--- src/rtl/pwd_pkg.sv ---
package pwd_pkg;
  localparam int ADDR_W = 32;
  localparam int OFS_W  = 12;
  localparam int PAGE_W = ADDR_W - OFS_W;

  // bit positions of the base register
  localparam int B_VALID = 0;
  localparam int B_UD    = 1;
  localparam int B_UC    = 2;
  localparam int B_SD    = 3;
  localparam int B_SC    = 4;
  localparam int B_CPU   = 5;
  localparam int B_ALT   = 6;
  localparam int B_WP    = 8;

  localparam logic [ADDR_W-1:0] KEEP_MASK = 32'hFFFF_F17F;

  typedef enum logic [1:0] {T_PERIPH, T_SRAM, T_CS, T_EXT} target_e;

  typedef struct packed {
    logic alt;
    logic cpu;
    logic super_m;
    logic code;
  } acc_class_t;

  // window page compare
  function automatic logic page_match(logic [PAGE_W-1:0] base,
                                      logic [PAGE_W-1:0] page);
    return base == page;
  endfunction

  // pick the mask bit governing an access class
  function automatic logic class_masked(logic [6:0] m, acc_class_t c);
    if (c.alt)          return m[B_ALT];
    else if (c.cpu)     return m[B_CPU];
    else if (c.super_m) return c.code ? m[B_SC] : m[B_SD];
    else                return c.code ? m[B_UC] : m[B_UD];
  endfunction
endpackage

--- src/rtl/pwd_base_reg.sv ---
module pwd_base_reg
  import pwd_pkg::*;
#(
  parameter logic [11:0] CTL_REGNUM = 12'hC0F
) (
  input  logic              clk,
  input  logic              rst_n,
  input  logic              ctl_wr_en,
  input  logic [11:0]       ctl_regnum,
  input  logic              ctl_super,
  input  logic [ADDR_W-1:0] ctl_wdata,
  input  logic              dbg_wr_en,
  input  logic [ADDR_W-1:0] dbg_wdata,
  output logic [ADDR_W-1:0] reg_q
);
  logic              ctl_take;
  logic              upd;
  logic [ADDR_W-1:0] nxt;
  logic              valid_q;
  logic [ADDR_W-1:1] rest_q;

  assign ctl_take = ctl_wr_en && ctl_super && (ctl_regnum == CTL_REGNUM);
  assign upd      = dbg_wr_en || ctl_take;
  assign nxt      = (dbg_wr_en ? dbg_wdata : ctl_wdata) & KEEP_MASK;

  always_ff @(posedge clk or negedge rst_n) begin
    if (!rst_n)   valid_q <= 1'b0;
    else if (upd) valid_q <= nxt[B_VALID];
  end

  // no reset on the other fields: undefined until written
  always_ff @(posedge clk) begin
    if (upd) rest_q <= nxt[ADDR_W-1:1];
  end

  assign reg_q = {rest_q, valid_q};
endmodule

--- src/rtl/pwd_window_hit.sv ---
module pwd_window_hit
  import pwd_pkg::*;
(
  input  logic [ADDR_W-1:0] reg_q,
  input  logic              acc_valid,
  input  logic [PAGE_W-1:0] acc_page,
  input  acc_class_t        acc_cls,
  output logic              win_hit,
  output logic              space_masked
);
  assign win_hit      = acc_valid && reg_q[B_VALID] &&
                        page_match(reg_q[ADDR_W-1:OFS_W], acc_page);
  assign space_masked = class_masked(reg_q[6:0], acc_cls);
endmodule

--- src/rtl/pwd_target_arb.sv ---
module pwd_target_arb
  import pwd_pkg::*;
(
  input  logic acc_valid,
  input  logic acc_write,
  input  logic wp,
  input  logic win_hit,
  input  logic space_masked,
  input  logic sram_hit,
  input  logic cs_hit,
  output logic [3:0] sel,
  output logic win_claim,
  output logic wp_block
);
  target_e tgt;

  assign win_claim = win_hit && !space_masked;
  assign wp_block  = win_claim && acc_write && wp;

  always_comb begin
    if (win_hit && space_masked) tgt = T_EXT;
    else if (win_claim)          tgt = T_PERIPH;
    else if (sram_hit)           tgt = T_SRAM;
    else if (cs_hit)             tgt = T_CS;
    else                         tgt = T_EXT;
  end

  always_comb begin
    sel = '0;
    if (acc_valid && !wp_block) sel[tgt] = 1'b1;
  end
endmodule

--- src/rtl/pwd_decoder.sv ---
module pwd_decoder
  import pwd_pkg::*;
#(
  parameter logic [11:0] CTL_REGNUM = 12'hC0F
) (
  input  logic        clk,
  input  logic        rst_n,
  input  logic        ctl_wr_en,
  input  logic [11:0] ctl_regnum,
  input  logic        ctl_super,
  input  logic [31:0] ctl_wdata,
  input  logic        dbg_wr_en,
  input  logic [31:0] dbg_wdata,
  output logic [31:0] dbg_rdata,
  input  logic        acc_valid,
  input  logic [19:0] acc_page,
  input  logic        acc_write,
  input  logic        acc_super,
  input  logic        acc_code,
  input  logic        acc_cpu,
  input  logic        acc_alt,
  input  logic        sram_hit,
  input  logic        cs_hit,
  output logic        sel_periph,
  output logic        sel_sram,
  output logic        sel_cs,
  output logic        sel_ext,
  output logic        nocache,
  output logic        acc_err
);
  logic [ADDR_W-1:0] reg_q;
  logic              win_hit;
  logic              space_masked;
  logic              win_claim;
  logic              wp_block;
  logic [3:0]        sel;
  acc_class_t        cls;

  assign cls = '{alt: acc_alt, cpu: acc_cpu, super_m: acc_super, code: acc_code};

  pwd_base_reg #(.CTL_REGNUM(CTL_REGNUM)) u_reg (
    .clk(clk), .rst_n(rst_n),
    .ctl_wr_en(ctl_wr_en), .ctl_regnum(ctl_regnum), .ctl_super(ctl_super),
    .ctl_wdata(ctl_wdata), .dbg_wr_en(dbg_wr_en), .dbg_wdata(dbg_wdata),
    .reg_q(reg_q)
  );

  pwd_window_hit u_hit (
    .reg_q(reg_q), .acc_valid(acc_valid), .acc_page(acc_page),
    .acc_cls(cls), .win_hit(win_hit), .space_masked(space_masked)
  );

  pwd_target_arb u_arb (
    .acc_valid(acc_valid), .acc_write(acc_write), .wp(reg_q[B_WP]),
    .win_hit(win_hit), .space_masked(space_masked),
    .sram_hit(sram_hit), .cs_hit(cs_hit),
    .sel(sel), .win_claim(win_claim), .wp_block(wp_block)
  );

  assign dbg_rdata  = reg_q;
  assign sel_periph = sel[T_PERIPH];
  assign sel_sram   = sel[T_SRAM];
  assign sel_cs     = sel[T_CS];
  assign sel_ext    = sel[T_EXT];
  assign nocache    = win_claim;
  assign acc_err    = wp_block;
endmodule

--- config.mk ---
export PLATFORM = sky130hd
export DESIGN_NAME = pwd_decoder
export DESIGN_NICKNAME = d
export VERILOG_FILES = /design/src/rtl/pwd_pkg.sv /design/src/rtl/pwd_base_reg.sv /design/src/rtl/pwd_window_hit.sv /design/src/rtl/pwd_target_arb.sv /design/src/rtl/pwd_decoder.sv
export SDC_FILE = /design/constraint.sdc
export NUM_CORES = 1
export LEC_CHECK = 0
export CAP_MARGIN = 40
export CORE_ASPECT_RATIO = 1.5
export CORE_MARGIN = 2
export CORE_UTILIZATION = 30
export CTS_CLUSTER_DIAMETER = 60
export DETAILED_ROUTE_END_ITERATION = 16
export DONT_BUFFER_PORTS = 1
export SLEW_MARGIN = 20
export SYNTH_ARGS = -nofsm -noshare
export SYNTH_HDL_FRONTEND = slang
export SYNTH_SLANG_ARGS = --single-unit
--- constraint.sdc ---
create_clock -name clk -period 2.6 [get_ports clk]
set_input_delay 0.65 -clock clk [delete_from_list [all_inputs] [get_ports clk]]
set_output_delay 0.65 -clock clk [all_outputs]
set_load 0.05 [all_outputs]
---- Word-level counts from Yosys, hierarchy flattened ----
Cells that the tools add are included.
word-level totals
  input port bits ......................... 109
  flip-flop bits (word level) ............. 28
  logic and storage cells ................. 32
  output and inout bits ................... 38
cells by class
  reductions and logical operators ........ 13
  eq/ne operators ......................... 2
  $lt $le $gt $ge ......................... 2
  mux-type cells .......................... 13
operators with widths
  cell                    count
  $mux W32                1
  $eq A20 B20 Y1          1
  $eq A12 B12 Y1 const B  1
  $logic_and A1 B1 Y1     10
  $mux W1                 7
  $mux W2                 3
  $mux W4                 1
  $lt A2 B3 Y1 const B    1
  $demux W1 S2            1
  $ge A2 B1 Y1 const B    1
  $logic_not A1 Y1        2
  $logic_or A1 B1 Y1      1

---- Logic depth before layout (Yosys ltp) ----
  depth in word-level cells ............... 13
  gate-level depth with buffers ........... 5
  mapped depth without buffers ............ 5

---- Hierarchy ----
A second synthesis with hierarchy kept.
unflattened totals
  cells, all modules ...................... 113
  area total of the unflattened synthesis .. 1625.3 um2
by module, submodules not included
  module          sequential area each (um2)  instances  area an instance (um2)  cells an instance
  pwd_base_reg    835.8                       1          1293.7                  74
  pwd_window_hit  0.0                         1          264.0                   30
  pwd_target_arb  0.0                         1          67.6                    9

---- Worst setup path after synthesis ----
OpenSTA, ideal clock, no wires.
  path kind ............................... reg-to-output
  from .................................... register u_reg.rest_q[27] (netlist bit)
  to ...................................... output sel_cs
  arrival ................................. 2632 ps
  stages on the path, launching flop included .. 6
  path buffers ............................ 0
  setup slack ............................. -682 ps
  required time ........................... 1950 ps
  cells stage by stage .................... edfxtp_1 -> xor2_1 -> nor4_1 -> nand4_1 -> nor4_4 -> nor4bb_1
on the way
  cells in the longest elaborated chain, start to end .. 10
  elaborated cells between the ends (all ways) .. 16
RTL lines
  item                                                                line                  source
  start, declared                                                     pwd_base_reg.sv:20    logic [ADDR_W-1:1] rest_q;
  start signal, assigned                                              pwd_base_reg.sv:33    if (upd) rest_q <= nxt[ADDR_W-1:1];
  $eq A20 B20 Y1 *                                                    pwd_pkg.sv:30         return base == page;
  $logic_and A1 B1 Y1 *                                               pwd_window_hit.sv:11  assign win_hit = acc_valid && reg_q[B_VALID] &&
  $logic_and A1 B1 Y1                                                 pwd_target_arb.sv:17  assign win_claim = win_hit && !space_masked;
  $mux W2                                                             pwd_target_arb.sv:22  else if (win_claim) tgt = T_PERIPH;
  $mux W2                                                             pwd_target_arb.sv:21  if (win_hit && space_masked) tgt = T_EXT;
  $lt A2 B3 Y1 (not written as such) or $ge A2 B1 Y1 (tied branches)  pwd_target_arb.sv:30  if (acc_valid && !wp_block) sel[tgt] = 1'b1;
  $logic_and A1 B1 Y1 (not written as such)                           pwd_target_arb.sv:30
  $mux W1 (not written as such)                                       pwd_target_arb.sv:30
  $demux W1 S2                                                        n/a
  $mux W4 *                                                           pwd_target_arb.sv:30
  end, declared                                                       pwd_decoder.sv:26     output logic sel_cs,
Mark *: on every way between the ends. The rest lies on a longest branch, timed or not.

---- Final worst setup path ----
  from .................................... register u_reg.rest_q[22] (netlist bit)
  to ...................................... output sel_ext
on the way
  cells in the longest elaborated chain, start to end .. 10
  elaborated cells between the ends (all ways) .. 16
RTL lines
  item                                                                line                  source
  $eq A20 B20 Y1 *                                                    pwd_pkg.sv:30
  $logic_and A1 B1 Y1 *                                               pwd_window_hit.sv:11
  $logic_and A1 B1 Y1                                                 pwd_target_arb.sv:17
  $mux W2                                                             pwd_target_arb.sv:22
  $mux W2                                                             pwd_target_arb.sv:21
  $lt A2 B3 Y1 (not written as such) or $ge A2 B1 Y1 (tied branches)  pwd_target_arb.sv:30
  $logic_and A1 B1 Y1 (not written as such)                           pwd_target_arb.sv:30
  $mux W1 (not written as such)                                       pwd_target_arb.sv:30
  $demux W1 S2                                                        n/a
  $mux W4 *                                                           pwd_target_arb.sv:30
  end, declared                                                       pwd_decoder.sv:27     output logic sel_ext,
Marked as above.

==> run summary <==
Outcome: complete, but fails checks
Failing checks: negative setup slack
Area growth, synth to finish: 34.2%
CTS Sinks: 28
Data arrival, critical path: 2280 ps
Final Power: 1.28 mW
Flop pwr share: 44.7%
Unique masters post-synth: 27
RSZ-0062 raised after global routing: yes
Routed length per placed instance: 18.4 microns
Initial Utilization: 31.2%
Int Power: 0.885 mW
Synth Register Bits: 28
DRC Markers: 0
Total track usage: 12.8%
Post-synth EDFFs: 27
Largest net degree at the start of global routing: 30
Core Area: 5160 sq um
Antenna violations before repair: 0
Layout net count: 267
Clock network latency to the later pin of the worst-skew pair: 270 ps
CP endpoint kind: primary output
Crit path required time: 1950 ps
Fin cells: 225
PortBufs: 0
Num CTS Buffers: 3
Worst hold slack: 56.9 ps
Pre-CTS setup slack: -448 ps
Worst slew pin tran: 751 ps
Row count: 32
Rel. slew slack: 49.8%
Hold Path Class: in2async
Post-route ant nets: 0
Vias in the first global route: 1233
Worst vdd ir: 277 uV
Routed via count: 1095
Clock transition at path regs: 100 ps
# H-tree levels: 1
Chip height: 93.8 microns
Worst path slowest cell: edfxtp_1
Number of instances in the placed design: 216
Main synth FF type: edfxtp_1
Critical path launch point type: register
Combinational power share: 28.5%
Fraction of layout instances using a drive strength above 1: 53.5%
Cells along the critical path: xor2_1 > nor4_2 > nand4_1 > nor4_4 > buf_6 > mux2i_4 > buf_12
R2r worst-path depth: 2
Die Area: 5990 sq um
Top-Level Pins: 147
Mapped Cells: 118
Final Max Slew Viols: 0
Final Setup Violations: 6
Max Root-Sink Buffers: 2
Period utilization: 113%
Placed cell area: 2020 sq um
CTS Root Cell: clkbuf_8
Routed WL: 4150 microns
Ys async rst share: 3.57%
Worst setup margin: -335 ps
DRT iter0 DRCs: 17
N_diodes: 0
DRT Pass-1 Iters: 3
Critical setup path kind: reg2out
Max_cap viols: 0
Fin. Hold Viols: 0
Via/cell ratio: 4.87
# fillers: 485
Gr ovfl total: 0
Min cycle time layout: 2930 ps
DP Wirelength: 3450 microns
Post-synthesis cell area: 1610 sq um
Net Sw Frac: 30.9%
Fin area: 2160 sq um
P_sw: 0.396 mW
Fmax: 0.341 GHz
First-pass GRT wire length: 5800 microns
Power density over the cells: 592 nW/um^2
Cts hold-fix bufs: 0
Setup Skew: 0 ps
Largest stage delay on the critical path: 420 ps
Clk network pwr share: 26.8%
Leakage power: 0.801 nW
Avg Inst Size Synth: 13.7 sq um
Gpl congestion: 0.715
Sum Neg Setup Slack: -1840 ps
Core Util, Final: 41.9%
CTS tree: done
Ys Warns: 0
CP max FO: 5
Die W: 63.9 microns
Sequential area share after synthesis: 51.8%
==> state kept, by name, summed over array words and instances, names as in the netlist <==
| signal | count |
|---|---|
| u_reg.rest_q | 27 |
| u_reg.valid_q | 1 |
==> path summary, 6_finish.rpt <==
kind                                             from                    endpoint  slack, ps
setup / recovery           u_reg.rest_q[22]$_DFFE_PP_                     sel_ext       -330
hold / removal                                  rst_n   u_reg.valid_q$_DFFE_PN0P_         60
setup reg to reg            u_reg.valid_q$_DFFE_PN0P_   u_reg.valid_q$_DFFE_PN0P_       1720
hold reg to reg             u_reg.valid_q$_DFFE_PN0P_   u_reg.valid_q$_DFFE_PN0P_        740
max in group asynchronous                       rst_n   u_reg.valid_q$_DFFE_PN0P_       2480
min in group clk                        ctl_wdata[14]  u_reg.rest_q[14]$_DFFE_PP_        590
==> worst max-delay path: cells and delay by family, from the launching register on <==
kind	cells	cell delay [ps]
buffers and inverters	2	320
DFF	1	420
xor gates and xnor gates	1	170
and+or+nand+nor	3	860
muxes	1	250
==> power by group through the flow <==
stage / Clock, mW / Sequential [mW] / Combinational, mW
6_report: 0.343 / 0.573 / 0.364
5_1_grt: 0.372 / 0.579 / 0.380
4_1_cts: 0.357 / 0.573 / 0.361
3_5_place_dp: 0 / 0.583 / 0.355
3_3_place_gp: 0 / 0.578 / 0.348
2_1_floorplan: 0 / 0.712 / 0.144
==> cell usage after synthesis, drive strengths merged (2+ instances only) <==
cell,n,area share [%]
mux2i,2,1.2
nand4,5,1.9
nor2,3,0.70
xor2,8,4.3
edfxtp,27,50
nor4,3,2.1
mux2,27,19
nand2,9,2.1
buf,8,3.3
xnor2,12,6.5
nor3b,2,1.2
==> cell usage in the layout, fill, tap and decap left out <==
| cell type | n |
|---|---|
| mux4_2 | 1 |
| nor2_2 | 1 |
| o211ai_1 | 1 |
| xnor2_1 | 12 |
| dfrtp_1 | 1 |
| nor4b_1 | 1 |
| bufinv_16 | 1 |
| nand4_1 | 5 |
| nor2_1 | 2 |
| edfxtp_1 | 27 |
| nor4_4 | 1 |
| buf_6 | 3 |
| nor3b_1 | 1 |
| nor4_2 | 2 |
| mux2i_4 | 1 |
| and4b_2 | 1 |
| a31o_2 | 1 |
| mux2i_1 | 1 |
| buf_4 | 33 |
| xor2_2 | 1 |
| conb_1 | 4 |
| nor3b_4 | 1 |
| mux2_2 | 27 |
| buf_12 | 5 |
| nor3_1 | 1 |
| o21a_1 | 1 |
| clkbuf_8 | 3 |
| nor2b_2 | 1 |
| nand2_1 | 9 |
| nor4bb_4 | 1 |
| xor2_1 | 7 |
==> layout make-up <==
| cell class | instances | area, sq um | area share, % |
|---|---|---|---|
| flip-flops and latches | 28 | 836 | 38.6 |
| multi-input cells | 84 | 791 | 36.5 |
| repair buffers | 41 | 382 | 17.6 |
| well taps | 68 | 85.1 | 3.93 |
| clock buffers | 3 | 41.3 | 1.91 |
| clock inverters | 1 | 30.0 | 1.39 |
==> layer usage <==
layer	routed length, microns	vias up	global-route usage, %
li1	-	508	-
met1	1270	523	11.6
met2	2590	62	26.6
met3	255	2	1.80
met4	40	0	5.43
met5	0	-	0
==> cells by family (layout without fill, tap and decap cells) <==
| logic type | after synthesis | in the layout | synth area share [%] |
|---|---|---|---|
| other | 1 | 4 | 0.233 |
| multiplexers | 30 | 30 | 21.5 |
| buffers and inverters | 9 | 45 | 3.57 |
| AO/OA/AOI/OAI | 3 | 3 | 1.47 |
| XOR/XNOR | 20 | 20 | 10.9 |
| flip-flops | 28 | 28 | 51.8 |
| AND/OR/NAND/NOR | 27 | 27 | 10.6 |
==> timing repair <==
item	4_1_cts	5_1_grt
buffers inserted	4	2
gates resized for setup	5	2
hold endpoints to repair	0	0
endpoints found under the setup margin	6	6
pin swaps	7	7
No activity file was read; power rests on OpenSTA's default activity.
